<file path="config.mk">
export PLATFORM = sky130hd
export DESIGN_NAME = tgr_peephole
export DESIGN_NICKNAME = d
export VERILOG_FILES = /design/src/rtl/tgr_pkg.sv /design/src/rtl/tgr_compose.sv /design/src/rtl/tgr_merge_ctl.sv /design/src/rtl/tgr_out_stage.sv /design/src/rtl/tgr_peephole.sv
export SDC_FILE = /design/constraint.sdc
export NUM_CORES = 1
export LEC_CHECK = 0
export ABC_AREA = 1
export BUFFER_PORTS_ARGS = -buffer_cell sky130_fd_sc_hd__buf_2
export CORE_MARGIN = 8
export CORE_UTILIZATION = 33
export CTS_CLUSTER_SIZE = 10
export DETAILED_ROUTE_END_ITERATION = 10
export PLACE_DENSITY_LB_ADDON = 0.05
export SYNTH_ARGS = -nofsm -noshare
export SYNTH_HDL_FRONTEND = slang
export SYNTH_HIERARCHICAL = 1
export SYNTH_SLANG_ARGS = --single-unit
</file>
<file path="constraint.sdc">
create_clock -name clk -period 1.9 [get_ports clk]
set_input_delay 0.285 -clock clk [delete_from_list [all_inputs] [get_ports clk]]
set_output_delay 0.285 -clock clk [all_outputs]
set_load 0.02 [all_outputs]
</file>
<file path="src/rtl/tgr_pkg.sv">
package tgr_pkg;
  typedef logic [1:0] trit_t;

  typedef enum logic [2:0] {
    OP_ID   = 3'd0,
    OP_INC  = 3'd1,
    OP_DEC  = 3'd2,
    OP_SW01 = 3'd3,
    OP_SW02 = 3'd4,
    OP_SW12 = 3'd5
  } gate_op_e;

  // Unused codes collapse to identity.
  function automatic gate_op_e norm_op(input logic [2:0] raw);
    if (raw > 3'd5) return OP_ID;
    return gate_op_e'(raw);
  endfunction

  function automatic trit_t perm_apply(input gate_op_e op, input trit_t x);
    trit_t r;
    case (op)
      OP_INC:  r = (x == 2'd2) ? 2'd0 : x + 2'd1;
      OP_DEC:  r = (x == 2'd0) ? 2'd2 : x - 2'd1;
      OP_SW01: r = (x == 2'd0) ? 2'd1 : (x == 2'd1) ? 2'd0 : x;
      OP_SW02: r = (x == 2'd0) ? 2'd2 : (x == 2'd2) ? 2'd0 : x;
      OP_SW12: r = (x == 2'd1) ? 2'd2 : (x == 2'd2) ? 2'd1 : x;
      default: r = x;
    endcase
    return r;
  endfunction

  // Recover the permutation code from the images of 0, 1 and 2.
  function automatic gate_op_e perm_code(input trit_t i0, input trit_t i1, input trit_t i2);
    gate_op_e r;
    case ({i0, i1, i2})
      6'b01_10_00: r = OP_INC;
      6'b10_00_01: r = OP_DEC;
      6'b01_00_10: r = OP_SW01;
      6'b10_01_00: r = OP_SW02;
      6'b00_10_01: r = OP_SW12;
      default:     r = OP_ID;
    endcase
    return r;
  endfunction
endpackage

</file>
<file path="src/rtl/tgr_compose.sv">
module tgr_compose
  import tgr_pkg::*;
#(
  parameter int NUM_VALS = 3
) (
  input  gate_op_e first_op,
  input  gate_op_e second_op,
  output gate_op_e joint_op
);
  trit_t img [NUM_VALS];

  for (genvar v = 0; v < NUM_VALS; v++) begin : g_img
    assign img[v] = perm_apply(second_op, perm_apply(first_op, trit_t'(v)));
  end

  assign joint_op = perm_code(img[0], img[1], img[2]);
endmodule

</file>
<file path="src/rtl/tgr_merge_ctl.sv">
module tgr_merge_ctl #(
  parameter int LINE_W = 2
) (
  input  logic              pend_v,
  input  logic [LINE_W-1:0] pend_ctrl,
  input  logic [LINE_W-1:0] pend_tgt,
  input  logic [LINE_W-1:0] new_ctrl,
  input  logic [LINE_W-1:0] new_tgt,
  output logic              can_merge
);
  logic pend_unctl, new_unctl, same_kind, same_lines;

  assign pend_unctl = (pend_ctrl == pend_tgt);
  assign new_unctl  = (new_ctrl == new_tgt);
  assign same_kind  = (pend_unctl == new_unctl);
  // Uncontrolled pairs need only the target; controlled pairs need both lines.
  assign same_lines = (pend_tgt == new_tgt) && (pend_unctl || (pend_ctrl == new_ctrl));
  assign can_merge  = pend_v && same_kind && same_lines;
endmodule

</file>
<file path="src/rtl/tgr_out_stage.sv">
module tgr_out_stage
  import tgr_pkg::*;
#(
  parameter int LINE_W  = 2,
  parameter int COUNT_W = 16
) (
  input  logic               clk,
  input  logic               rst,
  input  logic               load,
  input  logic [LINE_W-1:0]  ld_ctrl,
  input  logic [LINE_W-1:0]  ld_tgt,
  input  gate_op_e           ld_op,
  input  logic               out_ready,
  output logic               slot_free,
  output logic               out_valid,
  output logic [LINE_W-1:0]  out_ctrl,
  output logic [LINE_W-1:0]  out_tgt,
  output logic [2:0]         out_type,
  output logic [COUNT_W-1:0] out_count
);
  logic taken;

  assign taken     = out_valid && out_ready;
  assign slot_free = !out_valid || out_ready;

  always_ff @(posedge clk) begin
    if (rst) begin
      out_valid <= 1'b0;
      out_ctrl  <= '0;
      out_tgt   <= '0;
      out_type  <= '0;
      out_count <= '0;
    end else begin
      if (taken) out_count <= out_count + 1'b1;
      if (load) begin
        out_valid <= 1'b1;
        out_ctrl  <= ld_ctrl;
        out_tgt   <= ld_tgt;
        out_type  <= ld_op;
      end else if (out_ready) begin
        out_valid <= 1'b0;
      end
    end
  end
endmodule

</file>
<file path="src/rtl/tgr_peephole.sv">
module tgr_peephole
  import tgr_pkg::*;
#(
  parameter int LINE_W  = 2,
  parameter int COUNT_W = 16
) (
  input  logic               clk,
  input  logic               rst,
  input  logic               in_valid,
  output logic               in_ready,
  input  logic [LINE_W-1:0]  in_ctrl,
  input  logic [LINE_W-1:0]  in_tgt,
  input  logic [2:0]         in_type,
  input  logic               flush,
  output logic               out_valid,
  input  logic               out_ready,
  output logic [LINE_W-1:0]  out_ctrl,
  output logic [LINE_W-1:0]  out_tgt,
  output logic [2:0]         out_type,
  output logic [COUNT_W-1:0] out_count
);
  logic              pend_v, pend_v_n;
  logic [LINE_W-1:0] pend_ctrl, pend_ctrl_n, pend_tgt, pend_tgt_n;
  gate_op_e          pend_op, pend_op_n, new_op, joint_op;
  logic              slot_free, accept, can_merge, emit;

  assign new_op   = norm_op(in_type);
  assign in_ready = slot_free && !flush;
  assign accept   = in_valid && in_ready;

  tgr_merge_ctl #(.LINE_W(LINE_W)) merge_i (
    .pend_v(pend_v), .pend_ctrl(pend_ctrl), .pend_tgt(pend_tgt),
    .new_ctrl(in_ctrl), .new_tgt(in_tgt), .can_merge(can_merge)
  );

  tgr_compose compose_i (
    .first_op(pend_op), .second_op(new_op), .joint_op(joint_op)
  );

  always_comb begin
    emit        = 1'b0;
    pend_v_n    = pend_v;
    pend_ctrl_n = pend_ctrl;
    pend_tgt_n  = pend_tgt;
    pend_op_n   = pend_op;
    if (accept) begin
      if (can_merge) begin
        pend_op_n = joint_op;
        pend_v_n  = (joint_op != OP_ID);
      end else begin
        emit        = pend_v;
        pend_ctrl_n = in_ctrl;
        pend_tgt_n  = in_tgt;
        pend_op_n   = new_op;
        pend_v_n    = (new_op != OP_ID);
      end
    end else if (flush && slot_free && pend_v) begin
      emit     = 1'b1;
      pend_v_n = 1'b0;
    end
  end

  always_ff @(posedge clk) begin
    if (rst) begin
      pend_v    <= 1'b0;
      pend_ctrl <= '0;
      pend_tgt  <= '0;
      pend_op   <= OP_ID;
    end else begin
      pend_v    <= pend_v_n;
      pend_ctrl <= pend_ctrl_n;
      pend_tgt  <= pend_tgt_n;
      pend_op   <= pend_op_n;
    end
  end

  tgr_out_stage #(.LINE_W(LINE_W), .COUNT_W(COUNT_W)) out_i (
    .clk(clk), .rst(rst), .load(emit),
    .ld_ctrl(pend_ctrl), .ld_tgt(pend_tgt), .ld_op(pend_op),
    .out_ready(out_ready), .slot_free(slot_free),
    .out_valid(out_valid), .out_ctrl(out_ctrl), .out_tgt(out_tgt),
    .out_type(out_type), .out_count(out_count)
  );
endmodule

</file>
==> run_summary.xml <==
<?xml version="1.0" encoding="UTF-8"?>
<metrics>
  <group name="grt">
    <metric name="grt_start_max_net_pins" unit="">18</metric>
    <metric name="grt_overflow_total" unit="">0</metric>
    <metric name="grt_pass1_wl" unit="um">9560</metric>
    <metric name="grt_pass1_vias" unit="">2157</metric>
    <metric name="grt.total_usage" unit="">0.129</metric>
    <metric name="number_of_antenna_violations_at_the_first_check_in_global_routing" unit="">0</metric>
  </group>
  <group name="status">
    <metric name="status" unit="">finished with violations</metric>
    <metric name="failing_checks" unit="">negative setup slack</metric>
  </group>
  <group name="finish">
    <metric name="drive_above_1_share" unit="">0.363</metric>
    <metric name="antenna-diode-count" unit="">0</metric>
    <metric name="syn_to_final_growth" unit="%">37.4</metric>
    <metric name="layout.cells.most_common" unit="">sky130_fd_sc_hd__nand2_1</metric>
    <metric name="design.final.nets" unit="">420</metric>
    <metric name="most-common-layout-cells" unit="">sky130_fd_sc_hd__nand2_1 (63), sky130_fd_sc_hd__nor2_1 (49), sky130_fd_sc_hd__inv_1 (37)</metric>
  </group>
  <group name="worst_setup_path">
    <metric name="timing.critical_path.slowest_stage_cell" unit="">sky130_fd_sc_hd__dfxtp_4</metric>
    <metric name="timing.rr.start" unit="">pend_op[1]$_SDFFE_PP0P_</metric>
    <metric name="path_max_fanout" unit="">5</metric>
    <metric name="critical_path_arrival" unit="ns">2.31</metric>
    <metric name="critical-path-max-stage-delay" unit="ns">0.38</metric>
    <metric name="beginning_of_the_critical_path" unit="">pend_op[1]$_SDFFE_PP0P_</metric>
    <metric name="critical_path_cell_sequence" unit="">inv_4 &gt; buf_6 &gt; nand2_8 &gt; buf_12 &gt; ha_4 &gt; nor2_2 &gt; nor2_2 &gt; nand2_1 &gt; nor2_2 &gt; nand2_1 &gt; nor2_1 &gt; nand2_2 &gt; o21ai_2 &gt; inv_2 &gt; nand3_1 &gt; nand2_1 &gt; a21oi_2</metric>
    <metric name="cp_data_required_time" unit="ns">2.12</metric>
    <metric name="cp-end-kind" unit="">flip-flop</metric>
    <metric name="timing_worst_setup_path_type" unit="">flip-flop to flip-flop</metric>
    <metric name="cp_num_buf_inv" unit="">4</metric>
    <metric name="critical_path.top_delay_family" unit="">simple AND/OR/NAND/NOR gates</metric>
    <metric name="crit_path_start_kind" unit="">flip-flop</metric>
  </group>
  <group name="synth">
    <metric name="ys_seq_area_frac" unit="">0.300</metric>
    <metric name="synthesis.instances" unit="">336</metric>
    <metric name="post_synth.cell_area_avg" unit="um2">6.35</metric>
    <metric name="synth_edf_count" unit="">0</metric>
    <metric name="synth-warning-count" unit="">6</metric>
    <metric name="synth-seq-cells" unit="">32</metric>
    <metric name="synth_fp_nets" unit="">352</metric>
    <metric name="synth_area" unit="mm2">0.00213</metric>
    <metric name="ys.flop_type" unit="">sky130_fd_sc_hd__dfxtp_1</metric>
    <metric name="async_flop_share" unit="">0</metric>
    <metric name="yosysUniqueCellTypes" unit="">32</metric>
  </group>
  <group name="cts">
    <metric name="cts_max_path_buffers" unit="">2</metric>
    <metric name="clock_transition_at_the_registers_of_the_reported_paths" unit="ns">0.07</metric>
    <metric name="num_clock_sinks" unit="">32</metric>
    <metric name="numCtsBuffers" unit="">5</metric>
    <metric name="clock_tree_from_tritoncts" unit="">done</metric>
    <metric name="worst_skew_pair.late_latency" unit="ns">0.29</metric>
    <metric name="root_buffer" unit="">sky130_fd_sc_hd__clkbuf_8</metric>
    <metric name="clock_tree.htree_level_count" unit="">2</metric>
  </group>
  <group name="sta">
    <metric name="report.final.slew_viol_count" unit="">0</metric>
    <metric name="rsz0062_at_grt" unit="">true</metric>
    <metric name="timing.max_slew.rel_slack" unit="">0.809</metric>
    <metric name="clock_skew" unit="ns">0.00821</metric>
    <metric name="maxClockFrequency" unit="MHz">478</metric>
    <metric name="timing.final.crit_period" unit="ns">2.09</metric>
    <metric name="tightestPinTransition" unit="ns">0.287</metric>
    <metric name="final_critical_path_setup_slack" unit="ns">-0.191</metric>
    <metric name="hold_viol_final" unit="">0</metric>
    <metric name="min_period_over_period" unit="">1.10</metric>
    <metric name="fin_setup_tns" unit="ns">-0.540</metric>
    <metric name="final-setup-viol-count" unit="">4</metric>
  </group>
  <group name="placed_design">
    <metric name="port_buffers" unit="">36</metric>
    <metric name="globalplace.congestion" unit="">0.892</metric>
    <metric name="dpl.hpwl" unit="um">4450</metric>
  </group>
  <group name="power">
    <metric name="total_leakage_power" unit="nW">1.46</metric>
    <metric name="total_power" unit="mW">1.72</metric>
    <metric name="power.ir.vdd_worst" unit="uV">305</metric>
    <metric name="cellPowerDensity" unit="mW/mm2">588</metric>
  </group>
  <group name="drt">
    <metric name="vias" unit="">2298</metric>
    <metric name="drtIter0Drc" unit="">71</metric>
    <metric name="avgRoutedWirePerCell" unit="um">12.2</metric>
    <metric name="routed_via_density" unit="">4.77</metric>
    <metric name="drtAntennaViolNets" unit="">0</metric>
    <metric name="finalWirelength" unit="um">5890</metric>
    <metric name="firstDrtPassIters" unit="">4</metric>
    <metric name="drcViolationCount" unit="">0</metric>
  </group>
  <group name="floorplanning">
    <metric name="initial_utilization" unit="">0.338</metric>
    <metric name="die_area" unit="mm2">0.00929</metric>
    <metric name="die_y" unit="um">96.4</metric>
    <metric name="placeableCoreArea" unit="mm2">0.00631</metric>
    <metric name="floorplan.io_pins" unit="">37</metric>
    <metric name="dieWidth" unit="um">96.4</metric>
    <metric name="rows" unit="">29</metric>
  </group>
  <group name="min_path">
    <metric name="worst_min_path_class" unit="">primary input to flip-flop</metric>
    <metric name="hold_path.startpoint" unit="">in_tgt[1]</metric>
  </group>
  <group name="job">
    <metric name="max_cap_viol_count" unit="">0</metric>
  </group>
</metrics>
==> cell families after synthesis <==
kind of cell | count (synthesis) | synth area share
xor+xnor | 3 | 0.0123
flops | 32 | 0.300
compound gates | 44 | 0.112
fa+ha+maj | 4 | 0.0235
simple gates | 196 | 0.448
buf+inv | 57 | 0.104
==> cell type report <==
| type | count | area, um2 |
|---|---|---|
| clock buffer | 8 | 90.1 |
| fill | 695 | 3380 |
| inverter | 53 | 211 |
| multi-input combinational | 247 | 1470 |
| sequential | 32 | 648 |
| tap | 77 | 96.3 |
| timing repair buffer | 65 | 414 |
==> state kept, by name, indices dropped and copies added, names as in the netlist <==
register	cells
out_i/out_ctrl	2
out_i/out_type	3
out_i/out_count	16
out_i/out_valid	1
pend_v	1
pend_ctrl	2
pend_tgt	2
pend_op	3
out_i/out_tgt	2
==> tightest hold or removal path: stages <==
cell and delay [ns]:
sky130_fd_sc_hd__buf_2 0.08, sky130_fd_sc_hd__nor2_1 0.04, sky130_fd_sc_hd__nor2_1 0.08
==> power breakdown <==
part,switching (mW),internal [mW]
clock network,0.255,0.296
registers,0.0212,0.691
logic,0.271,0.188
==> cell usage after synthesis (2+ instances only) <==
master,instances,share of area
sky130_fd_sc_hd__dfxtp_1,32,0.30
sky130_fd_sc_hd__o21ai_2,2,0.0082
sky130_fd_sc_hd__xor2_1,2,0.0082
sky130_fd_sc_hd__or2_1,3,0.0088
sky130_fd_sc_hd__nor2_1,57,0.10
sky130_fd_sc_hd__nand4_1,6,0.018
sky130_fd_sc_hd__inv_1,41,0.072
sky130_fd_sc_hd__nand2_1,74,0.13
sky130_fd_sc_hd__buf_2,3,0.0070
sky130_fd_sc_hd__nor3_1,3,0.0070
sky130_fd_sc_hd__nor2_2,6,0.018
sky130_fd_sc_hd__o21ai_1,8,0.019
sky130_fd_sc_hd__nor2_4,3,0.016
sky130_fd_sc_hd__nand3_4,2,0.016
sky130_fd_sc_hd__nand3_1,28,0.066
sky130_fd_sc_hd__nand3_2,3,0.014
sky130_fd_sc_hd__nand2_4,2,0.011
sky130_fd_sc_hd__nor3_2,3,0.014
sky130_fd_sc_hd__nand2_2,2,0.0059
sky130_fd_sc_hd__a21oi_1,14,0.033
sky130_fd_sc_hd__o21ai_0,17,0.040
sky130_fd_sc_hd__inv_2,12,0.021
sky130_fd_sc_hd__ha_1,4,0.023
==> final timing paths <==
path              slack (ns)  depth (start not counted)                              to
setup / recovery       -0.19                         17             pend_v$_SDFFE_PP0P_
hold / removal          0.23                          3        pend_tgt[1]$_SDFFE_PP0P_
setup reg to reg       -0.19                         17             pend_v$_SDFFE_PP0P_
hold reg to reg         0.48                          2  out_i/out_ctrl[1]$_SDFFE_PP0P_
==> routing by layer <==
metal	share of wire	routed length, um	vias up	GRT usage
li1	-	-	1199	-
met5	0	0	-	0
met4	0.0098	58	0	0.0366
met3	0.051	301	6	0.0332
met2	0.45	2670	47	0.207
met1	0.49	2860	1046	0.166
==> timing repair <==
item | CTS | global route
resized for setup | 18 | 38
hold buffers | 0 | 0
endpoints found under the setup margin | 4 | 4
buffers inserted | 4 | 3
pin swaps | 13 | 24
==> metrics by stage <==
stage | instances | area (um2) | util | hold WS (ns) | setup slack (ns)
4_1_cts | 479 | 2740 | 0.435 | 0.235 | -0.196
6_report | 482 | 2930 | 0.464 | 0.232 | -0.191
2_1_floorplan | 336 | 2140 | - | 0.420 | -0.0377
5_1_grt | 482 | 2930 | 0.464 | 0.253 | -0.321
3_5_place_dp | 467 | 2560 | 0.405 | 0.477 | -0.307
3_3_place_gp | 467 | 2560 | 0.405 | 0.464 | -0.323
Note: power is estimated with default switching activity, not from simulation.
